===== src/rtl/dmarr_pkg.sv =====
`timescale 1ns/1ps
package dmarr_pkg;
  typedef enum logic [2:0] {
    A_ENABLE      = 3'd0,
    A_PLAY_SRC    = 3'd1,
    A_CAP_SRC     = 3'd2,
    A_PLAY_ACK_LO = 3'd3,
    A_PLAY_ACK_HI = 3'd4,
    A_CAP_ACK_LO  = 3'd5,
    A_CAP_ACK_HI  = 3'd6
  } cfg_addr_e;

  localparam int PLAY_EN_BASE = 16;
endpackage


===== src/rtl/dmarr_cfg.sv =====
`timescale 1ns/1ps
module dmarr_cfg
  import dmarr_pkg::*;
#(
  parameter int NCH   = 10,
  parameter int NLINE = 5,
  parameter int SELW  = 4,
  parameter int DW    = 32,
  parameter int APW   = 8
) (
  input  logic                            clk,
  input  logic                            rst_n,
  input  logic                            we,
  input  logic [2:0]                      addr,
  input  logic [DW-1:0]                   wdata,
  output logic [NCH-1:0]                  en_cap,
  output logic [NCH-1:0]                  en_play,
  output logic [NLINE-1:0][SELW-1:0]      src_cap,
  output logic [NLINE-1:0][SELW-1:0]      src_play,
  output logic [NCH-1:0][SELW-1:0]        ack_cap,
  output logic [NCH-1:0][SELW-1:0]        ack_play,
  output logic [NCH-1:0]                  clr_cap,
  output logic [NCH-1:0]                  clr_play
);
  logic [NCH-1:0]             en_cap_d, en_play_d, clr_cap_d, clr_play_d;
  logic [NLINE-1:0][SELW-1:0] src_cap_d, src_play_d;
  logic [NCH-1:0][SELW-1:0]   ack_cap_d, ack_play_d;

  always_comb begin
    en_cap_d   = en_cap;
    en_play_d  = en_play;
    src_cap_d  = src_cap;
    src_play_d = src_play;
    ack_cap_d  = ack_cap;
    ack_play_d = ack_play;
    clr_cap_d  = '0;
    clr_play_d = '0;
    if (we) begin
      case (cfg_addr_e'(addr))
        A_ENABLE: begin
          en_cap_d   = wdata[NCH-1:0];
          en_play_d  = wdata[PLAY_EN_BASE +: NCH];
          clr_cap_d  = en_cap ^ wdata[NCH-1:0];
          clr_play_d = en_play ^ wdata[PLAY_EN_BASE +: NCH];
        end
        A_PLAY_SRC:
          for (int k = 0; k < NLINE; k++) src_play_d[k] = wdata[k*SELW +: SELW];
        A_CAP_SRC:
          for (int k = 0; k < NLINE; k++) src_cap_d[k] = wdata[k*SELW +: SELW];
        A_PLAY_ACK_LO:
          for (int c = 0; c < NCH; c++)
            if (c < APW) ack_play_d[c] = wdata[(c % APW)*SELW +: SELW];
        A_PLAY_ACK_HI:
          for (int c = 0; c < NCH; c++)
            if (c >= APW) ack_play_d[c] = wdata[(c % APW)*SELW +: SELW];
        A_CAP_ACK_LO:
          for (int c = 0; c < NCH; c++)
            if (c < APW) ack_cap_d[c] = wdata[(c % APW)*SELW +: SELW];
        A_CAP_ACK_HI:
          for (int c = 0; c < NCH; c++)
            if (c >= APW) ack_cap_d[c] = wdata[(c % APW)*SELW +: SELW];
        default: ;
      endcase
    end
  end

  always_ff @(posedge clk or negedge rst_n) begin
    if (!rst_n) begin
      en_cap   <= '0;
      en_play  <= '0;
      src_cap  <= '0;
      src_play <= '0;
      ack_cap  <= '0;
      ack_play <= '0;
      clr_cap  <= '0;
      clr_play <= '0;
    end else begin
      en_cap   <= en_cap_d;
      en_play  <= en_play_d;
      src_cap  <= src_cap_d;
      src_play <= src_play_d;
      ack_cap  <= ack_cap_d;
      ack_play <= ack_play_d;
      clr_cap  <= clr_cap_d;
      clr_play <= clr_play_d;
    end
  end
endmodule


===== src/rtl/dmarr_req_xbar.sv =====
`timescale 1ns/1ps
module dmarr_req_xbar #(
  parameter int NCH   = 10,
  parameter int NLINE = 5,
  parameter int SELW  = 4
) (
  input  logic                       clk,
  input  logic                       rst_n,
  input  logic [NCH-1:0]             en,
  input  logic [NCH-1:0]             cond,
  input  logic [NLINE-1:0][SELW-1:0] src,
  output logic [NLINE-1:0]           req
);
  logic [NLINE-1:0] req_d;

  for (genvar k = 0; k < NLINE; k++) begin : g_line
    always_comb begin
      req_d[k] = 1'b0;
      for (int j = 0; j < NCH; j++)
        if (src[k] == SELW'(j)) req_d[k] = en[j] & cond[j];
    end
  end

  always_ff @(posedge clk or negedge rst_n) begin
    if (!rst_n) req <= '0;
    else        req <= req_d;
  end
endmodule


===== src/rtl/dmarr_ack_fanout.sv =====
`timescale 1ns/1ps
module dmarr_ack_fanout #(
  parameter int NCH   = 10,
  parameter int NLINE = 5,
  parameter int SELW  = 4
) (
  input  logic                     clk,
  input  logic                     rst_n,
  input  logic [NCH-1:0]           en,
  input  logic [NCH-1:0][SELW-1:0] sel,
  input  logic [NLINE-1:0]         ack,
  output logic [NCH-1:0]           strobe
);
  logic [NCH-1:0] strobe_d;

  for (genvar c = 0; c < NCH; c++) begin : g_ch
    always_comb begin
      strobe_d[c] = 1'b0;
      for (int l = 0; l < NLINE; l++)
        if (sel[c] == SELW'(l)) strobe_d[c] = en[c] & ack[l];
    end
  end

  always_ff @(posedge clk or negedge rst_n) begin
    if (!rst_n) strobe <= '0;
    else        strobe <= strobe_d;
  end
endmodule


===== src/rtl/dmarr_router.sv =====
`timescale 1ns/1ps
module dmarr_router #(
  parameter int NCH   = 10,
  parameter int NLINE = 5,
  parameter int SELW  = 4,
  parameter int DW    = 32,
  parameter int APW   = 8
) (
  input  logic            clk,
  input  logic            rst_n,
  input  logic            cfg_we,
  input  logic [2:0]      cfg_addr,
  input  logic [DW-1:0]   cfg_wdata,
  input  logic [NCH-1:0]  cap_af,
  input  logic [NCH-1:0]  play_ae,
  input  logic [NLINE-1:0] cap_ack,
  input  logic [NLINE-1:0] play_ack,
  output logic [NLINE-1:0] cap_req,
  output logic [NLINE-1:0] play_req,
  output logic [NCH-1:0]  cap_pop,
  output logic [NCH-1:0]  play_push,
  output logic [NCH-1:0]  cap_clr,
  output logic [NCH-1:0]  play_clr
);
  logic [NCH-1:0]             en_cap, en_play;
  logic [NLINE-1:0][SELW-1:0] src_cap, src_play;
  logic [NCH-1:0][SELW-1:0]   ack_cap, ack_play;

  dmarr_cfg #(.NCH(NCH), .NLINE(NLINE), .SELW(SELW), .DW(DW), .APW(APW)) u_cfg (
    .clk(clk), .rst_n(rst_n), .we(cfg_we), .addr(cfg_addr), .wdata(cfg_wdata),
    .en_cap(en_cap), .en_play(en_play), .src_cap(src_cap), .src_play(src_play),
    .ack_cap(ack_cap), .ack_play(ack_play), .clr_cap(cap_clr), .clr_play(play_clr)
  );

  dmarr_req_xbar #(.NCH(NCH), .NLINE(NLINE), .SELW(SELW)) u_cap_xbar (
    .clk(clk), .rst_n(rst_n), .en(en_cap), .cond(cap_af), .src(src_cap), .req(cap_req)
  );

  dmarr_req_xbar #(.NCH(NCH), .NLINE(NLINE), .SELW(SELW)) u_play_xbar (
    .clk(clk), .rst_n(rst_n), .en(en_play), .cond(play_ae), .src(src_play), .req(play_req)
  );

  dmarr_ack_fanout #(.NCH(NCH), .NLINE(NLINE), .SELW(SELW)) u_cap_ack (
    .clk(clk), .rst_n(rst_n), .en(en_cap), .sel(ack_cap), .ack(cap_ack), .strobe(cap_pop)
  );

  dmarr_ack_fanout #(.NCH(NCH), .NLINE(NLINE), .SELW(SELW)) u_play_ack (
    .clk(clk), .rst_n(rst_n), .en(en_play), .sel(ack_play), .ack(play_ack), .strobe(play_push)
  );
endmodule


===== config.mk =====
export PLATFORM = sky130hd
export DESIGN_NAME = dmarr_router
export DESIGN_NICKNAME = d
export VERILOG_FILES = /design/src/rtl/dmarr_pkg.sv /design/src/rtl/dmarr_cfg.sv /design/src/rtl/dmarr_req_xbar.sv /design/src/rtl/dmarr_ack_fanout.sv /design/src/rtl/dmarr_router.sv
export SDC_FILE = /design/constraint.sdc
export NUM_CORES = 1
export LEC_CHECK = 0
export BUFFER_PORTS_ARGS = -buffer_cell sky130_fd_sc_hd__buf_2
export CAP_MARGIN = 5
export CORE_MARGIN = 10
export CORE_UTILIZATION = 60
export CTS_BUF_LIST = sky130_fd_sc_hd__clkbuf_16
export DETAILED_ROUTE_END_ITERATION = 8
export PLACE_DENSITY_LB_ADDON = 0.2
export SYNTH_ARGS = -nofsm -noshare
export SYNTH_HDL_FRONTEND = slang
export SYNTH_SLANG_ARGS = --single-unit

===== constraint.sdc =====
create_clock -name clk -period 2.9 [get_ports clk]
set_input_delay 0.29 -clock clk [delete_from_list [all_inputs] [get_ports clk]]
set_output_delay 0.29 -clock clk [all_outputs]
set_load 0.1 [all_outputs]

==> results of run 1 <==
==> worst max-delay path: stages (launching register included) <==
cell	delay, ns
dfrtp_1	0.54
nand2_1	0.18
mux4_1	0.49
mux2_2	0.29
o21ai_2	0.11
==> stage by stage <==
step	hold WS (ns)	total power (uW)	setup slack (ns)	cell area, um2	std cells
after floorplan	-0.00559	5200	1.44	8810	706
after global placement	0.399	5670	1.09	9560	978
after detailed placement	0.408	5760	1.04	9560	978
after CTS	0.101	8180	1.22	10200	1011
after global routing	0.109	8510	1.12	10200	1011
final	0.102	8170	1.23	10200	1011
==> worst max path at each step <==
stage,endpoint,slack [ns]
floorplan,u_cfg.src_play[2],1.44
global placement,u_cfg.en_cap[6],1.09
CTS,u_cap_xbar.req[4],1.22
detailed placement,u_cfg.en_play[9],1.04
finish,u_cap_xbar.req[4],1.23
global route,u_cap_xbar.req[4],1.12
==> power breakdown <==
part | internal [uW] | switching (uW) | total, uW
Clock | 1370 | 1060 | 2440
Combinational | 841 | 1240 | 2080
Sequential | 3150 | 498 | 3650
Total | 5370 | 2800 | 8170
==> layer usage <==
layer  wire length (um)  part of all wire, %  up-vias
li1                   -                    -     2748
met1               9510                   41     3194
met2              11400                   49      266
met3               1990                  8.5       35
met4                488                  2.1        0
met5                  0                    0        -
==> sequential cells by signal, indices dropped and copies added (netlist names) <==
| register | cells |
|---|---|
| u_cfg.ack_cap | 40 |
| u_cfg.ack_play | 40 |
| u_cfg.src_cap | 20 |
| u_cfg.src_play | 20 |
| u_cap_ack.strobe | 10 |
| u_cfg.clr_cap | 10 |
| u_cfg.clr_play | 10 |
| u_cfg.en_cap | 10 |
| u_cfg.en_play | 10 |
| u_play_ack.strobe | 10 |
| u_cap_xbar.req | 5 |
| u_play_xbar.req | 5 |
==> cell usage after synthesis (all sizes together) <==
master	n	area (um2)
mux2	116	1310
o211a	2	20.0
o22ai	3	18.8
nand2	85	327
o21a	5	37.5
xnor2	20	175
and2	2	12.5
o22a	2	17.5
or3	5	31.3
nand3	20	100
o21ai	26	138
nor2	49	184
clkbuf	16	60.1
mux2i	2	20.0
a21oi	7	35.0
o31ai	1	7.51
inv	6	22.5
dfrtp	190	4750
nor2b	20	125
buf	22	118
nand4	2	12.5
a22oi	1	7.51
nand2b	3	18.8
or2	2	12.5
o21ba	2	20.0
nor3	2	21.3
mux4	32	728
nor3b	22	188
a31o	3	26.3
o211ai	7	52.6
nand4b	9	78.8
a31oi	22	138
==> logic make-up (layout without fill, tap and decap cells) <==
family,after synthesis,count (layout)
buf+inv,44,165
flops,190,190
xor+xnor,20,20
mux,150,150
compound gates,81,81
simple gates,221,221
==> area by class of cell <==
type | count | area [um2]
clock inverters | 15 | 185
multi-input cells | 472 | 3860
repair buffers | 127 | 697
well taps | 184 | 230
clock buffers | 17 | 425
inverters | 6 | 22.5
flip-flops and latches | 190 | 4750
fillers | 1039 | 4300
==> results.md, run 1 <==
- Avg Inst Size Synth: 12.5 um2
- CTS sink count: 190
- Aggregate global-route resource usage: a little under a quarter
- CTS tree: done
- Vias per Instance: 6.18
- Post-synthesis mux area share: a little under a quarter
- Commonest cells after routing, fill and taps aside: dfrtp_1, buf_2, mux2_2
- Critical hold path startpoint: cfg_wdata[29]
- Worst min-delay path class: primary input to register
- Fin crit share: 57.7%
- Post-CTS Setup Bufs: 0
- DR WL/cell: 23.2 um
- Residual DRC: 0
- Slew @ Worst Pin: slightly above 0.7 ns
- Final setup fails: 0
- Largest family of logic cells by synthesized area: multiplexers
- Peak VDD IR: 0.000588 V
- WS Path Type: register to register
- Via count: 6243
- Crit path max fanout: 6
- Layout Nets: 882
- Synthesized instance count: 706
- Port bufs: 117
- #FFs+latches synth: between 150 and 200
- Leak: 0.00458 uW
- Hold Vio Cnt, Final: 0
- Fin crit period: 1.67 ns
- Remaining antenna violation count: 0
- Post-CTS sizing: 0
- Synthesis Warnings: 0
- Post-synthesis xor/xnor area fraction: 1.99%
- Worst skew pair latency: around 0.44 ns
- CTS root buf: clkbuf_16
- Largest net degree at the start of global routing: 87
- GRT met2 Usage: 37.0%
- Critical Path Source: u_cfg.en_cap[5]
- WL final: 23400 um
- Pre-Repair DR Iteration Count: 6
- Global route hottest layer: met2
- R2r startpoint: u_cfg.en_cap[5]
- Critical Path AT: around 2 ns
- Hold Path End: u_cfg.ack_cap[29]
- Hold buffers post-CTS: 1
- Met1 usage: 31.4%
- RR Endpoint: u_cap_xbar.req[4]
- First-pass GRT wire length: 36200 um
- Post-Route Utilization: 70.3%
- CP startpoint kind: register
- Share of cells above drive strength 1: 36.2%
- Worst EP required: about 3.3 ns
- Antenna violations before repair: 0
- Placer Congestion: 0.859
- IO Count: 118
- Worst setup EP type: register
- Synth Area in Simple Gates: 12.6%
- Run status: completed
- Adder-cell area share of the yosys netlist: 0%
- P per Cell Area: 802 nW/um2
- Die Ht: 141 um
- Maximum clock rate: 598 MHz
- Clock slew at the register clock pins of the worst setup and hold paths: 0.07 ns
- Vias in the first global route: 6358
- CTS Buf Count: 17
- R2R Setup Slk: 1.23 ns
- Ant diodes: 0
- Max cap viols: 0
- RSZ-0062 raised after global routing: false
- Final Max Slew Viols: 0
- CTS H-Tree Depth: 4
- Row count: 44
- Die X: around 140 um
- Compound-Gate Fraction of Synth Area: 5.88%
- M3 GR Usage: under 10%
- R2R depth: 4
- Number of DRC markers in iteration 0: 591
- Syn_nets: 774
- Grt ovf: 0
- Initial cell density of the core: roughly 61%
- Syn-to-layout area delta: 15.5%
- Synth unique cells: 40
- Die area: between 15000 and 20000 um2
- DP HPWL: 16100 um
- Fin Clk Skew: 0.00821 ns
- Syn Std Cell Area: ~8800 um2
- Sequential element share of the synthesized area: 53.9%
- Maximum clock insertion buffer count: 2
- Core area: approximately 14000 um2
- Worst hold path stage count: 2
- Relative slew slack: 51.8%
- Fin Setup TNS: 0 ns
- Most common cell after layout, fill and taps aside: dfrtp_1
(Power assumes the default switching activity.)
==> run 2: changes to the inputs <==
--- a/config.mk
+++ b/config.mk
@@ -8,7 +8,7 @@
 export BUFFER_PORTS_ARGS = -buffer_cell sky130_fd_sc_hd__buf_2
 export CAP_MARGIN = 5
 export CORE_MARGIN = 10
-export CORE_UTILIZATION = 60
+export CORE_UTILIZATION = 58
 export CTS_BUF_LIST = sky130_fd_sc_hd__clkbuf_16
 export DETAILED_ROUTE_END_ITERATION = 8
 export PLACE_DENSITY_LB_ADDON = 0.2
==> constraint.sdc (replaced) <==
create_clock -name clk -period 1.63 [get_ports clk]
set_input_delay 0.163 -clock clk [delete_from_list [all_inputs] [get_ports clk]]
set_output_delay 0.163 -clock clk [all_outputs]
set_load 0.1 [all_outputs]
==> run 2 against run 1 <==
  * Flip-flop and latch count did not move
  * Total power rose by 80%
  * First-iteration DRC count rose by 15%
  * Maximum frequency rose by 6.0%
  * Critical path depth did not move
==> results.md, run 2 (same netlist as run 1, synthesis figures left out) <==
- Fin crit share: 96.8% (+39 points)
- GRT met2 Usage: 38.2% (+1.2 points)
- Number of DRC markers in iteration 0: 680 (+15%)
- Run status: completed
- Critical Path AT: 1.94 ns (-0.10 ns)
- Global route hottest layer: met2
- R2r startpoint: u_cfg.en_play[5]
- R2R depth: 4 (unchanged)
- P per Cell Area: 1410 nW/um2 (+75%)
- WS Path Type: register to register
- Layout Nets: 908 (+2.9%)
- Initial cell density of the core: 60.0% (-0.91 points)
- Hold Path End: u_cfg.en_play[7]
- Residual DRC: 0 (unchanged)
- Fin Setup TNS: 0 ns (unchanged)
- RSZ-0062 raised after global routing: false
- CTS tree: done
- Port bufs: 117 (unchanged)
- CP cell instances: nand2_1 > mux4_2 > mux2_2 > o21ai_2
- Maximum clock rate: 634 MHz (+6.0%)
- Crit path max-delay cell type: mux4_2
- Critical hold path startpoint: cfg_wdata[23]
- Die area: 20500 um2 (+3.0%)
- Core area: 14700 um2 (+1.5%)
- Share of cells above drive strength 1: 37.6% (+1.5 points)
- Commonest cells after routing, fill and taps aside: dfrtp_1, buf_2, mux2_2
- Final Non-Filler Cells: 1037 (+2.6%)
- First-pass GRT wire length: 37500 um (+3.4%)
- Grt ovf: 0 (unchanged)
- Fin crit period: 1.58 ns (-0.0954 ns)
- Largest net degree at the start of global routing: 52 (-40%)
- Vias in the first global route: 6517 (+2.5%)
- CTS Buf Count: 17 (unchanged)
- Worst min-delay path class: primary input to register
- Slew @ Worst Pin: 0.499 ns (-0.224 ns)
- Clock slew at the register clock pins of the worst setup and hold paths: 0.08 ns (about the same)
- Final setup fails: 0 (unchanged)
- WL final: 24300 um (+3.6%)
- Die Ht: 143 um (+1.5%)
- CP startpoint kind: register
- DP HPWL: 16900 um (+5.2%)
- RR Endpoint: u_play_xbar.req[2]
- Final Max Slew Viols: 0 (unchanged)
- CTS root buf: clkbuf_16
- Max cap viols: 0 (unchanged)
- Worst setup EP type: register
- Worst EP required: 1.99 ns (-1.28 ns)
- Die X: 143 um (+1.5%)
- Regs by FF count: u_cfg.ack_cap: 40 flops, u_cfg.ack_play: 40 flops
- Peak VDD IR: 0.00118 V (+100%)
- Remaining antenna violation count: 0 (unchanged)
- Vias per Instance: 6.08 (-1.5%)
- Pre-Repair DR Iteration Count: 5 (-1)
- Syn-to-layout area delta: 18.7%
- IO Count: 118 (unchanged)
- Worst hold path stage count: 3 (+1)
- Hold Vio Cnt, Final: 0 (unchanged)
- Row count: 44 (unchanged)
- Aggregate global-route resource usage: 24.1% (+0.51 points)
- Crit-path max cell delay: 0.48 ns (-0.06 ns)
- Crit path max fanout: 5 (-1)
- Antenna violations before repair: 1 (+1)
- CTS sink count: 190 (unchanged)
- Met1 usage: 32.0% (+0.65 points)
- Maximum clock insertion buffer count: 2 (unchanged)
- Fill cells: 1027 (-1.2%)
- Worst skew pair latency: 0.44 ns (about the same)
- Via count: 6306 (+1.0%)
- M3 GR Usage: 6.83% (+0.85 points)
- Leak: 0.00474 uW (+3.3%)
- Placer Congestion: 0.877 (+2.1%)
- Most common cell after layout, fill and taps aside: dfrtp_1
- Relative slew slack: 66.8% (+15 points)
- R2R Setup Slk: 0.05 ns (-1.17 ns)
- CTS H-Tree Depth: 4 (unchanged)
- DR WL/cell: 23.4 um (+1.0%)
- DP Cell Count: 999 (+2.1%)
- Fin Clk Skew: 0.0114 ns (+0.00322 ns)
- Ant diodes: 0 (unchanged)
## run 2: changes by cell type in the layout (fill, tap and decap cells not counted), sizes merged
cell	previous run	this run
clkinv	5	1
buf	125	146
dlygate4sd3	1	6
inv	11	14
clkinvlp	2	3
## run 2: area by class of cell
| cell class | instances | area, um2 | area share (%) |
|---|---|---|---|
| clock inverters | 15 | 185 | 1.77 |
| clock buffers | 17 | 425 | 4.07 |
| repair buffers | 153 | 980 | 9.36 |
| flip-flops and latches | 190 | 4760 | 45.4 |
| inverters | 6 | 22.5 | 0.215 |
| multi-input cells | 472 | 3870 | 36.9 |
| well taps | 184 | 230 | 2.20 |
## run 2: per-layer routing
layer  vias to the layer above  wire, um
met4                         2       379
met2                       273     11900
met1                      3201     10100
met3                        31      1950
li1                       2799         -
met5                         -        20
## run 2: where the power goes
group | switching (uW) | internal [uW] | leakage, uW
logic | 2350 | 1610 | 0.00206
clock network | 1900 | 2450 | 0.000299
registers | 816 | 5610 | 0.00237
total | 5060 | 9670 | 0.00474
## run 2: how the worst max path moves through the flow
stage / start / end / slack, ns / cells past startpoint
finish: u_cfg.en_play[5] / u_play_xbar.req[2] / 0.05 / 4
global placement: u_cfg.en_cap[0] / u_cap_xbar.req[4] / 0.1 / 4
CTS: u_cfg.en_cap[0] / u_cap_xbar.req[4] / 0.03 / 4
global route: u_cfg.en_play[5] / u_play_xbar.req[2] / 0.001 / 4
floorplan: u_cfg.src_cap[9] / u_cap_xbar.req[2] / 0.25 / 3
detailed placement: u_cfg.en_cap[0] / u_cap_xbar.req[4] / 0.05 / 4
## run 2: critical path: cells and delay by family (launching register included)
family           cells  cell delay (ns)
multiplexers         2             0.77
flip-flops           1             0.46
AND/OR/NAND/NOR      1             0.17
AO/OA/AOI/OAI        1             0.10
## run 2: repair_timing
action | CTS | global route
gates resized for setup | 0 | 2
buffers inserted | 0 | 0
endpoints found under the setup margin | 0 | 2
hold buffers | 6 | 0
hold endpoints to repair | 53 | 0
## run 2: stage by stage
step                util (%)  cell area, um2  power [uW]  hold slack (ns)  setup slack, ns
CTS                     71.2           10500       14800         0.000259           0.0265
detailed placement      66.6            9790       10400            0.165           0.0472
global placement        66.6            9790       10200            0.169           0.0957
global route            71.2           10500       15400           0.0113          0.00123
finish                  71.2           10500       14700          0.00788           0.0523
floorplan                  -            8810        9250           -0.133            0.249
==> run 3: changes to the inputs <==
--- a/config.mk
+++ b/config.mk
@@ -11,7 +11,9 @@
 export CORE_UTILIZATION = 58
 export CTS_BUF_LIST = sky130_fd_sc_hd__clkbuf_16
 export DETAILED_ROUTE_END_ITERATION = 8
+export GPL_TIMING_DRIVEN = 0
 export PLACE_DENSITY_LB_ADDON = 0.2
+export SLEW_MARGIN = 20
 export SYNTH_ARGS = -nofsm -noshare
 export SYNTH_HDL_FRONTEND = slang
 export SYNTH_SLANG_ARGS = --single-unit
==> run 3 against run 2 <==
  * Setup slack got worse by 0.027 ns
  * Critical path depth did not move
  * Core utilization fell by 0.93 points
  * Count of clock-buffer cells in the layout did not move
  * Final cell count rose by 0.29%
  * Final area fell by 1.3%
  * Via count rose by 1.6%
  * Combinational power fell by 1%
  * Wire length rose by 0.61%
  * Global-route usage rose by 0.32 points
  * Largest cell class unchanged
==> results.md, run 3 (same netlist as run 1, synthesis figures left out) <==
- DP HPWL: 16800 um (-0.75%)
- Port bufs: 105 (-10%)
- WL final: 24400 um (+0.61%)
- Initial cell density of the core: 60.0% (unchanged)
- Pre-Repair DR Iteration Count: 6 (+1)
- Final instance area: 10300 um2 (-1.3%)
- Fin crit share: 98.4% (+1.6 points)
- Fin Setup TNS: 0 ns (unchanged)
- Residual DRC: 0 (unchanged)
- Maximum clock insertion buffer count: 2 (unchanged)
- Run status: completed
- CP startpoint kind: register
- Fill cells: 1055 (+2.7%)
- Vias per Instance: 6.16 (+1.3%)
- Share of cells above drive strength 1: 36.6% (-1.1 points)
- Hold slack final: 0.00272 ns (-0.00516 ns)
- CTS H-Tree Depth: 4 (unchanged)
- Peak VDD IR: 0.000907 V (-23%)
- Crit path max fanout: 5 (unchanged)
- CTS root buf: clkbuf_16
- Clock slew at the register clock pins of the worst setup and hold paths: 0.07 ns (about the same)
- Die X: 143 um (unchanged)
- Maximum clock rate: 623 MHz (-1.7%)
- Number of DRC markers in iteration 0: 571 (-16%)
- WS Path Type: register to register
- Vias in the first global route: 6621 (+1.6%)
- CTS Buf Count: 17 (unchanged)
- Critical Path AT: 1.95 ns (about the same)
- Largest net degree at the start of global routing: 80 (+54%)
- Commonest cells after routing, fill and taps aside: dfrtp_1, buf_2, mux2_2
- Remaining antenna violation count: 0 (unchanged)
- Fin Clk Skew: 0.00896 ns (-0.00248 ns)
- RSZ-0062 raised after global routing: false
- Final setup fails: 0 (unchanged)
- Aggregate global-route resource usage: 24.4% (+0.32 points)
- Post-place setup slack: -0.0680 ns (-0.115 ns)
- Most common cell after layout, fill and taps aside: dfrtp_1
- Antenna violations before repair: 0 (-1)
- P per Cell Area: 1390 nW/um2 (-1.4%)
- Max cap viols: 0 (unchanged)
- CTS tree: done
- Placer Congestion: 0.902 (+2.9%)
- Cell Area, Placed: 9630 um2 (-1.6%)
- CTS sink count: 190 (unchanged)
- Hold Vio Cnt, Final: 0 (unchanged)
- Fin crit period: 1.60 ns (+0.0267 ns)
- Worst setup EP type: register
- DR WL/cell: 23.5 um (+0.32%)
- Worst min-delay path class: primary input to register
- Grt ovf: 0 (unchanged)
- Die area: 20500 um2 (unchanged)
- Worst EP required: 1.98 ns (about the same)
- Regs by FF count: u_cfg.ack_cap: 40 flops, u_cfg.ack_play: 40 flops
- Relative slew slack: 50.6% (-16 points)
- Row count: 44 (unchanged)
- Core area: 14700 um2 (unchanged)
- DP Cell Count: 997 (-0.20%)
- Via count: 6406 (+1.6%)
- Syn-to-layout area delta: 17.2%
- Setup ws final: 0.0256 ns (-0.0267 ns)
- Die Ht: 143 um (unchanged)
- First-pass GRT wire length: 37600 um (+0.48%)
- Ant diodes: 0 (unchanged)
- Layout Nets: 911 (+0.33%)
- Final Non-Filler Cells: 1040 (+0.29%)
- Leak: 0.00460 uW (-2.8%)
- Slew @ Worst Pin: 0.741 ns (+0.243 ns)
- IO Count: 118 (unchanged)
- Final Max Slew Viols: 0 (unchanged)
- Worst skew pair latency: 0.44 ns (about the same)
[run 3: area by class of cell]
cell class,count,area [um2],share of cell area [%]
plain buffers,38,178,1.72
repair buffers,118,696,6.74
clock inverters,15,136,1.32
well taps,184,230,2.23
inverters,6,22.5,0.218
clock buffers,17,425,4.12
flip-flops and latches,190,4770,46.2
multi-input cells,472,3870,37.5
[run 3: timing repair]
| action | in CTS | in global routing |
|---|---|---|
| hold endpoints to repair | 122 | 0 |
| gates resized for setup | 8 | 8 |
| buffers inserted | 0 | 2 |
| setup endpoints to repair | 4 | 4 |
| hold buffers | 9 | 0 |
[run 3: metal layers]
| layer | vias to the layer above | track usage, % | wire length, um |
|---|---|---|---|
| met5 | - | 0 | 0 |
| met4 | 0 | 7.90 | 636 |
| met3 | 54 | 6.83 | 1960 |
| met1 | 3236 | 30.5 | 9570 |
| met2 | 314 | 40.3 | 12300 |
| li1 | 2802 | - | - |
[run 3: path summary, 6_finish.rpt]
path,startpoint,end,slack [ns],cells past startpoint
min in group asynchronous,rst_n,u_cfg.src_play[18],0.18,2
max in group asynchronous,rst_n,u_cfg.ack_cap[27],0.40,4
setup / recovery,u_cfg.en_play[0],u_play_xbar.req[0],0.03,4
hold / removal,cfg_wdata[30],u_cfg.ack_play[30],0.003,2
setup reg to reg,u_cfg.en_play[0],u_play_xbar.req[0],0.03,4
hold reg to reg,u_cfg.ack_cap[31],u_cap_ack.strobe[7],0.43,1
[run 3: power breakdown]
group / internal, uW / switching [uW]
logic: 1550 / 2360
clock network: 2130 / 1890
registers: 5620 / 784
[run 3: metrics by stage]
stage	util, %	power (uW)
after floorplan	-	9250
after global placement	65.1	10100
after detailed placement	65.5	10300
after CTS	70.1	14300
after global routing	70.3	14900
final	70.3	14300
[run 3: worst max-delay path, stage by stage (launching register included)]
cell      delay [ns]
dfrtp_2         0.43
nand2_1         0.15
mux4_2          0.48
or3_1           0.33
o211ai_1        0.12
